$ cat config.mk
export PLATFORM = sky130hd
export DESIGN_NAME = amap_decoder
export DESIGN_NICKNAME = d
export VERILOG_FILES = /design/src/rtl/amap_pkg.sv /design/src/rtl/amap_remap_flag.sv /design/src/rtl/amap_ext_banks.sv /design/src/rtl/amap_periph_sel.sv /design/src/rtl/amap_decoder.sv
export SDC_FILE = /design/constraint.sdc
export NUM_CORES = 1
export LEC_CHECK = 0
export BUFFER_PORTS_ARGS = -buffer_cell sky130_fd_sc_hd__buf_2
export CORE_AREA = 2 2 43 45
export CTS_CLUSTER_DIAMETER = 50
export DETAILED_ROUTE_END_ITERATION = 10
export DIE_AREA = 0 0 45 47
export PLACE_DENSITY_LB_ADDON = 0.12
export SETUP_SLACK_MARGIN = 0.4
export SYNTH_ARGS = -nofsm -noshare
export SYNTH_HDL_FRONTEND = slang
export SYNTH_HIERARCHICAL = 1
export SYNTH_SLANG_ARGS = --single-unit
$ cat constraint.sdc
create_clock -name clk -period 2.6 [get_ports clk]
set_input_delay 0.65 -clock clk [delete_from_list [all_inputs] [get_ports clk]]
set_output_delay 0.65 -clock clk [all_outputs]
set_load 0.02 [all_outputs]
$ cat src/rtl/amap_pkg.sv
package amap_pkg;

    // One-hot region select; bit 0 internal memory, bit 1 external, bit 2 peripheral
    typedef struct packed {
        logic periph;
        logic ext;
        logic intmem;
    } region_sel_t;

    // Coarse classification by the bits above the low region size
    typedef enum logic [1:0] {
        AREA_NONE = 2'd0,
        AREA_LOW  = 2'd1,
        AREA_EXT  = 2'd2,
        AREA_TOP  = 2'd3
    } area_e;

    // Number of equal slots of size 2**slot_log2 inside a window of 2**win_log2
    function automatic int unsigned slot_count(input int unsigned win_log2,
                                               input int unsigned slot_log2);
        return 32'd1 << (win_log2 - slot_log2);
    endfunction

endpackage

$ cat src/rtl/amap_remap_flag.sv
module amap_remap_flag (
    input  logic clk,
    input  logic rst,
    input  logic wr_i,
    input  logic wdata_i,
    output logic set_o
);

    always_ff @(posedge clk) begin
        if (rst) begin
            set_o <= 1'b0;
        end else if (wr_i && wdata_i) begin
            set_o <= 1'b1;
        end
    end

    // a one written takes effect on the next cycle
    p_set_on_write_r2: assert property (@(posedge clk) disable iff (rst)
        (wr_i && wdata_i) |=> set_o);

    // once set, the flag holds until reset
    p_sticky_r2: assert property (@(posedge clk) disable iff (rst)
        set_o |=> set_o);

    // writing zero leaves a clear flag clear
    p_zero_write_r2: assert property (@(posedge clk) disable iff (rst)
        (wr_i && !wdata_i && !set_o) |=> !set_o);

endmodule

$ cat src/rtl/amap_ext_banks.sv
module amap_ext_banks #(
    parameter int unsigned ADDR_W    = 32,
    parameter int unsigned BANK_LOG2 = 20,
    parameter int unsigned NUM_BANKS = 8,
    parameter logic [ADDR_W-1:0]    EXT_BASE = 32'h0040_0000,
    parameter logic [NUM_BANKS-1:0] BANK_EN  = '1
) (
    input  logic                        clk,
    input  logic                        rst,
    input  logic [ADDR_W-BANK_LOG2-1:0] bank_idx_i,
    input  logic                        in_ext_i,
    input  logic                        boot_hit_i,
    input  logic                        remapped_i,
    output logic [NUM_BANKS-1:0]        cs_o,
    output logic                        miss_o
);

    localparam int unsigned IDX_W = ADDR_W - BANK_LOG2;
    localparam logic [IDX_W-1:0] BASE_IDX = IDX_W'(EXT_BASE >> BANK_LOG2);

    logic [NUM_BANKS-1:0] win_hit;

    // One comparator per bank window; banks are gated until remap is done
    for (genvar b = 0; b < NUM_BANKS; b++) begin : g_bank
        assign win_hit[b] = in_ext_i && remapped_i && BANK_EN[b] &&
                            (bank_idx_i == BASE_IDX + IDX_W'(b));
    end

    always_comb begin
        cs_o    = win_hit;
        cs_o[0] = win_hit[0] | boot_hit_i;
    end

    assign miss_o = in_ext_i && (win_hit == '0);

    // at most one bank selected
    p_cs_onehot_r6: assert property (@(posedge clk) disable iff (rst)
        $onehot0(cs_o));

    // upper banks unreachable before remap
    p_upper_gated_r7: assert property (@(posedge clk) disable iff (rst)
        !remapped_i |-> (cs_o[NUM_BANKS-1:1] == '0));

    // a miss never comes with a bank select
    p_miss_no_cs_r8: assert property (@(posedge clk) disable iff (rst)
        miss_o |-> (cs_o == '0));

endmodule

$ cat src/rtl/amap_periph_sel.sv
module amap_periph_sel #(
    parameter int unsigned LOW_LOG2   = 22,
    parameter int unsigned SLOT_LOG2  = 14,
    parameter int unsigned IRQ_LOG2   = 12,
    parameter int unsigned NUM_PERIPH = 8
) (
    input  logic                         clk,
    input  logic                         rst,
    input  logic [LOW_LOG2-1:IRQ_LOG2]   offs_i,
    input  logic                         in_top_i,
    output logic [NUM_PERIPH-1:0]        sel_o
);

    import amap_pkg::*;

    localparam int unsigned SLOT_W = LOW_LOG2 - SLOT_LOG2;
    localparam int unsigned NSLOT  = slot_count(LOW_LOG2, SLOT_LOG2);

    logic [SLOT_W-1:0]             slot;
    logic [SLOT_LOG2-1:IRQ_LOG2]   sub;

    assign slot = offs_i[LOW_LOG2-1:SLOT_LOG2];
    assign sub  = offs_i[SLOT_LOG2-1:IRQ_LOG2];

    // The interrupt controller owns only the uppermost sub-window of the top slot
    assign sel_o[0] = in_top_i && (slot == SLOT_W'(NSLOT - 1)) && (&sub);

    // Ordinary peripherals count down from the slot below the top one
    for (genvar p = 1; p < NUM_PERIPH; p++) begin : g_slot
        assign sel_o[p] = in_top_i && (slot == SLOT_W'(NSLOT - 1 - p));
    end

    // at most one peripheral selected
    p_psel_onehot_r10: assert property (@(posedge clk) disable iff (rst)
        $onehot0(sel_o));

    // a select only inside the peripheral region
    p_psel_in_top_r10: assert property (@(posedge clk) disable iff (rst)
        (|sel_o) |-> in_top_i);

endmodule

$ cat src/rtl/amap_decoder.sv
module amap_decoder #(
    parameter int unsigned ADDR_W     = 32,
    parameter int unsigned LOW_LOG2   = 22,
    parameter int unsigned BOOT_LOG2  = 20,
    parameter int unsigned BANK_LOG2  = 20,
    parameter int unsigned NUM_BANKS  = 8,
    parameter logic [ADDR_W-1:0]    EXT_BASE = 32'h0040_0000,
    parameter logic [NUM_BANKS-1:0] BANK_EN  = '1,
    parameter int unsigned SLOT_LOG2  = 14,
    parameter int unsigned IRQ_LOG2   = 12,
    parameter int unsigned NUM_PERIPH = 8
) (
    input  logic                  clk,
    input  logic                  rst,
    input  logic [ADDR_W-1:0]     addr_i,
    input  logic                  addr_vld_i,
    input  logic                  remap_wr_i,
    input  logic                  remap_wdata_i,
    output logic [2:0]            region_o,
    output logic [NUM_BANKS-1:0]  bank_cs_o,
    output logic [NUM_PERIPH-1:0] periph_sel_o,
    output logic                  remapped_o,
    output logic                  abort_o
);

    import amap_pkg::*;

    localparam int unsigned HI_W = ADDR_W - LOW_LOG2;

    logic [HI_W-1:0] hi;
    area_e           area;
    logic            remapped;
    logic            boot_hit;
    logic            ext_miss;
    region_sel_t     rsel;
    logic            unused_low_bits;

    assign hi = addr_i[ADDR_W-1:LOW_LOG2];
    assign unused_low_bits = ^addr_i[IRQ_LOG2-1:0];

    always_comb begin
        if (!addr_vld_i)       area = AREA_NONE;
        else if (hi == '0)     area = AREA_LOW;
        else if (&hi)          area = AREA_TOP;
        else                   area = AREA_EXT;
    end

    amap_remap_flag i_remap (
        .clk     (clk),
        .rst     (rst),
        .wr_i    (remap_wr_i),
        .wdata_i (remap_wdata_i),
        .set_o   (remapped)
    );

    // Before remap the lowest window belongs to the boot device on bank 0
    assign boot_hit = (area == AREA_LOW) && !remapped &&
                      (addr_i[LOW_LOG2-1:BOOT_LOG2] == '0);

    always_comb begin
        rsel        = '0;
        rsel.intmem = (area == AREA_LOW) && !boot_hit;
        rsel.ext    = (area == AREA_EXT) || boot_hit;
        rsel.periph = (area == AREA_TOP);
    end

    amap_ext_banks #(
        .ADDR_W    (ADDR_W),
        .BANK_LOG2 (BANK_LOG2),
        .NUM_BANKS (NUM_BANKS),
        .EXT_BASE  (EXT_BASE),
        .BANK_EN   (BANK_EN)
    ) i_banks (
        .clk        (clk),
        .rst        (rst),
        .bank_idx_i (addr_i[ADDR_W-1:BANK_LOG2]),
        .in_ext_i   (area == AREA_EXT),
        .boot_hit_i (boot_hit),
        .remapped_i (remapped),
        .cs_o       (bank_cs_o),
        .miss_o     (ext_miss)
    );

    amap_periph_sel #(
        .LOW_LOG2   (LOW_LOG2),
        .SLOT_LOG2  (SLOT_LOG2),
        .IRQ_LOG2   (IRQ_LOG2),
        .NUM_PERIPH (NUM_PERIPH)
    ) i_periph (
        .clk      (clk),
        .rst      (rst),
        .offs_i   (addr_i[LOW_LOG2-1:IRQ_LOG2]),
        .in_top_i (area == AREA_TOP),
        .sel_o    (periph_sel_o)
    );

    assign region_o   = rsel;
    assign remapped_o = remapped;
    assign abort_o    = ext_miss;

    // region is never more than one-hot
    p_region_onehot_r11: assert property (@(posedge clk) disable iff (rst)
        $onehot0(region_o));

    // idle strobe leaves every select quiet
    p_idle_quiet_r11: assert property (@(posedge clk) disable iff (rst)
        !addr_vld_i |-> (region_o == '0 && bank_cs_o == '0 &&
                         periph_sel_o == '0 && !abort_o));

    // internal memory and peripherals never abort
    p_no_internal_abort_r9: assert property (@(posedge clk) disable iff (rst)
        (region_o[0] || region_o[2]) |-> !abort_o);

    // abort only in the external region
    p_abort_is_ext_r8: assert property (@(posedge clk) disable iff (rst)
        abort_o |-> region_o[1]);

    // boot window goes to bank 0 before remap
    p_boot_bank0_r3: assert property (@(posedge clk) disable iff (rst)
        (addr_vld_i && !remapped_o && addr_i[ADDR_W-1:BOOT_LOG2] == '0)
            |-> (bank_cs_o[0] && region_o[1]));

endmodule

==> results.py <==
metrics = {
    "outcome": {
        "outcome": "finished, violations left",
        "violated_checks": "negative setup slack",
    },
    "logic_synthesis": {
        "synthDistinctLibCells": 26,
        "synth-edff-count": 0,
        "yosys_register_bits": 1,
        "netlist_instances": 55,
        "async_reset_ff_share_pct": 0,
        "synth_nets": 92,
        "synth_seq_area_share_pct": 5.14,
        "yosys_top_cell_by_area": "sky130_fd_sc_hd__nor4_4",
        "combined_area_of_all_synthesized_cells_um2": 389,
        "synth.avg_cell_area_um2": 7.07,
        "synthTopCellsByCount": "9 x sky130_fd_sc_hd__nor2_1, 8 x sky130_fd_sc_hd__nor3_1, 5 x sky130_fd_sc_hd__nand2_1, 4 x sky130_fd_sc_hd__nand4_1, 4 x sky130_fd_sc_hd__nor4_1",
        "synth_area_leaders": "sky130_fd_sc_hd__nor4_4 11%, sky130_fd_sc_hd__nor3_1 10%, sky130_fd_sc_hd__nor2_1 8.7%",
        "total_number_of_yosys_warnings": 6,
        "yosys.area.top_type_share_pct": 10.9,
        "yosysMostFrequentCell": "sky130_fd_sc_hd__nor2_1",
        "prevailing_post_synth_register_cell": "sky130_fd_sc_hd__dfxtp_1",
    },
    "route": {
        "detail_route.wirelength_um": 1530,
        "drtAntennaViolNets": 0,
        "vias_per_cell": 5.03,
        "routed-via-count": 674,
        "wl_per_cell_um": 11.4,
        "detailedRoute.firstIterationViolations": 3,
        "route.detailed.drc": 0,
        "first_pass_iters": 2,
    },
    "min_path": {
        "worstHoldPathCells": 2,
        "hold_wc_path_type": "reg -> reg",
        "holdCritStartpoint": "i_remap/set_o",
        "min_to": "i_remap/set_o",
    },
    "final_layout": {
        "diodes": 0,
        "fillers": 162,
        "fin_util_pct": 59.3,
        "area_delta_synth_final_pct": 152,
        "final_net_count": 156,
        "biggest_registers_after_layout": "i_remap/set_o (1)",
        "layout-drive-gt1-share_pct": 75.2,
        "largest_register_ff_count": 1,
        "registers.top_by_ff_count": "i_remap/set_o",
        "final_cell_count_no_fill": 134,
    },
    "die": {
        "dieWidth_um": 45,
        "floorplan.io_pins": 58,
        "num_rows": 15,
        "dieArea_um2": 2120,
        "die_height_um": 47,
        "core_region_area_um2": 1650,
        "start_util_pct": 23.6,
    },
    "critical_path": {
        "critical_path_peak_fanout": 4,
        "worst_setup_path_end_kind": "output port",
        "ff2ff_path_depth": 2,
        "r2r_end": "i_remap/set_o",
        "worstReg2RegStart": "i_remap/set_o",
        "arrival_ns": 1.98,
        "setup.reg_to_reg.worst_slack_ns": 1.93,
        "worst-endpoint-required_ns": 1.95,
        "critPathLaunchType": "input port",
        "timing.setup.critical_path_class": "in -> out",
    },
    "timing": {
        "totalNegativeSetupSlack_ns": -0.228,
        "max_clock_freq_mhz": 380,
        "setup_ws_ns": -0.0306,
        "hold_viol_final": 0,
        "worst_clock_skew_ns": 0,
        "timing_worst_slew_pin_value_ns": 0.327,
        "relSlewSlack_pct": 78.0,
        "post-route-period-util_pct": 101,
        "finalSetupViolCount": 10,
        "setup_repair_after_global_routing_missed_its_margin": "true",
        "maxSlewViolCount": 0,
        "final.min_clock_period_ns": 2.63,
    },
    "placed_design": {
        "placed_cells_incl_taps": 132,
        "globalplace.congestion": 0.709,
        "dpl.hpwl_um": 1310,
        "preCtsSetupSlack_ns": -0.126,
        "port_buffers": 45,
    },
    "global_route": {
        "grt_first_pass_wirelength_um": 2330,
        "grt_pass1_vias": 567,
        "grt_antenna_before_repair": 0,
        "combined_global_route_utilization_of_all_metal_layers_pct": 14.1,
        "largest_net_degree_at_the_start_of_global_routing": 9,
        "grt_remaining_overflow": 0,
    },
    "clock_network": {
        "worst_skew_pair.late_latency_ns": 0,
        "clkTransAtPathRegs_ns": 0,
        "postCtsHoldBufs": 0,
    },
    "flow_run": {
        "cap_violations": 0,
    },
    "power": {
        "peakVddDrop_mv": 0.0923,
        "p_leak_nw": 0.434,
        "total_power_uw": 105,
        "pwr_density_cell_nw_per_um2": 107,
    },
}
==> how the worst max path moves through the flow <==
stage	startpoint	end	slack, ns	cells after the start
floorplan	addr_i[30]	periph_sel_o[2]	-0.16	5
global placement	addr_i[28]	bank_cs_o[0]	-0.11	9
detailed placement	addr_i[30]	periph_sel_o[7]	-0.13	8
CTS	addr_i[30]	periph_sel_o[1]	-0.09	8
global route	addr_i[30]	periph_sel_o[7]	-0.14	8
finish	addr_i[30]	periph_sel_o[1]	-0.03	8
==> layer usage <==
metal,track usage [%],wire (um),vias up
li1,-,-,343
met1,16.6,578,304
met2,29.7,844,27
met3,0.385,102,0
met4,0,0,0
met5,0,0,-
==> worst max-delay path: stages <==
cell                      delay, ns
sky130_fd_sc_hd__buf_6         0.07
sky130_fd_sc_hd__nand4_1       0.08
sky130_fd_sc_hd__or3_4         0.40
sky130_fd_sc_hd__nor3b_4       0.20
sky130_fd_sc_hd__buf_4         0.15
sky130_fd_sc_hd__nand3_4       0.10
sky130_fd_sc_hd__nor3_2        0.16
sky130_fd_sc_hd__buf_4         0.16
==> power by group <==
group	total, mW	internal [mW]	switching (mW)
clock network	0	0	0
registers	0.0188	0.0167	0.00204
logic	0.0860	0.0435	0.0425
total	0.105	0.0603	0.0445
==> cells in the final DEF (no fill, tap or decap) <==
cell type	n
sky130_fd_sc_hd__buf_2	24
sky130_fd_sc_hd__nand3_4	1
sky130_fd_sc_hd__and3b_2	1
sky130_fd_sc_hd__a21oi_1	1
sky130_fd_sc_hd__nor4_4	5
sky130_fd_sc_hd__nand2_4	1
sky130_fd_sc_hd__nand3b_1	1
sky130_fd_sc_hd__buf_4	29
sky130_fd_sc_hd__nand4_1	4
sky130_fd_sc_hd__nor2b_1	2
sky130_fd_sc_hd__or3_4	1
sky130_fd_sc_hd__o211a_1	1
sky130_fd_sc_hd__dfxtp_1	1
sky130_fd_sc_hd__nor2_2	3
sky130_fd_sc_hd__nand2_2	1
sky130_fd_sc_hd__o21bai_4	1
sky130_fd_sc_hd__nor3_2	6
sky130_fd_sc_hd__nor3_1	2
sky130_fd_sc_hd__and3_1	1
sky130_fd_sc_hd__nor3b_4	1
sky130_fd_sc_hd__nand3_2	1
sky130_fd_sc_hd__nand2b_1	2
sky130_fd_sc_hd__and2_1	1
sky130_fd_sc_hd__inv_1	1
sky130_fd_sc_hd__nor4_2	2
sky130_fd_sc_hd__nand3b_2	1
sky130_fd_sc_hd__or3_1	1
sky130_fd_sc_hd__nand3_1	1
sky130_fd_sc_hd__nand2_1	3
sky130_fd_sc_hd__o2111ai_1	1
sky130_fd_sc_hd__buf_6	9
sky130_fd_sc_hd__nor2_1	6
sky130_fd_sc_hd__nand4_4	1
==> cells by family (layout without fill, tap and decap cells) <==
group | Yosys count | in the layout | synth area share, %
buf+inv | 1 | 63 | 0.964
compound gates | 4 | 4 | 8.04
flops | 1 | 1 | 5.14
simple gates | 49 | 49 | 85.9
==> through the flow <==
step	hold WS, ns	instance area, um2
2_1_floorplan	0.629	488
6_report	0.602	980
5_1_grt	0.651	980
4_1_cts	0.605	965
3_3_place_gp	0.573	847
3_5_place_dp	0.600	847
==> timing repair <==
item	4_1_cts	5_1_grt
resized for setup	27	3
pin swaps	9	3
endpoints found under the setup margin	20	20
setup buffers	2	0
==> cell type report <==
| type | instances | area [um2] | share of cell area (%) |
|---|---|---|---|
| inverters | 1 | 3.75 | 0.383 |
| repair buffers | 62 | 439 | 44.8 |
| multi-input cells | 53 | 495 | 50.6 |
| well taps | 17 | 21.3 | 2.17 |
| flip-flops and latches | 1 | 20.0 | 2.04 |
(Power assumes the default switching activity.)
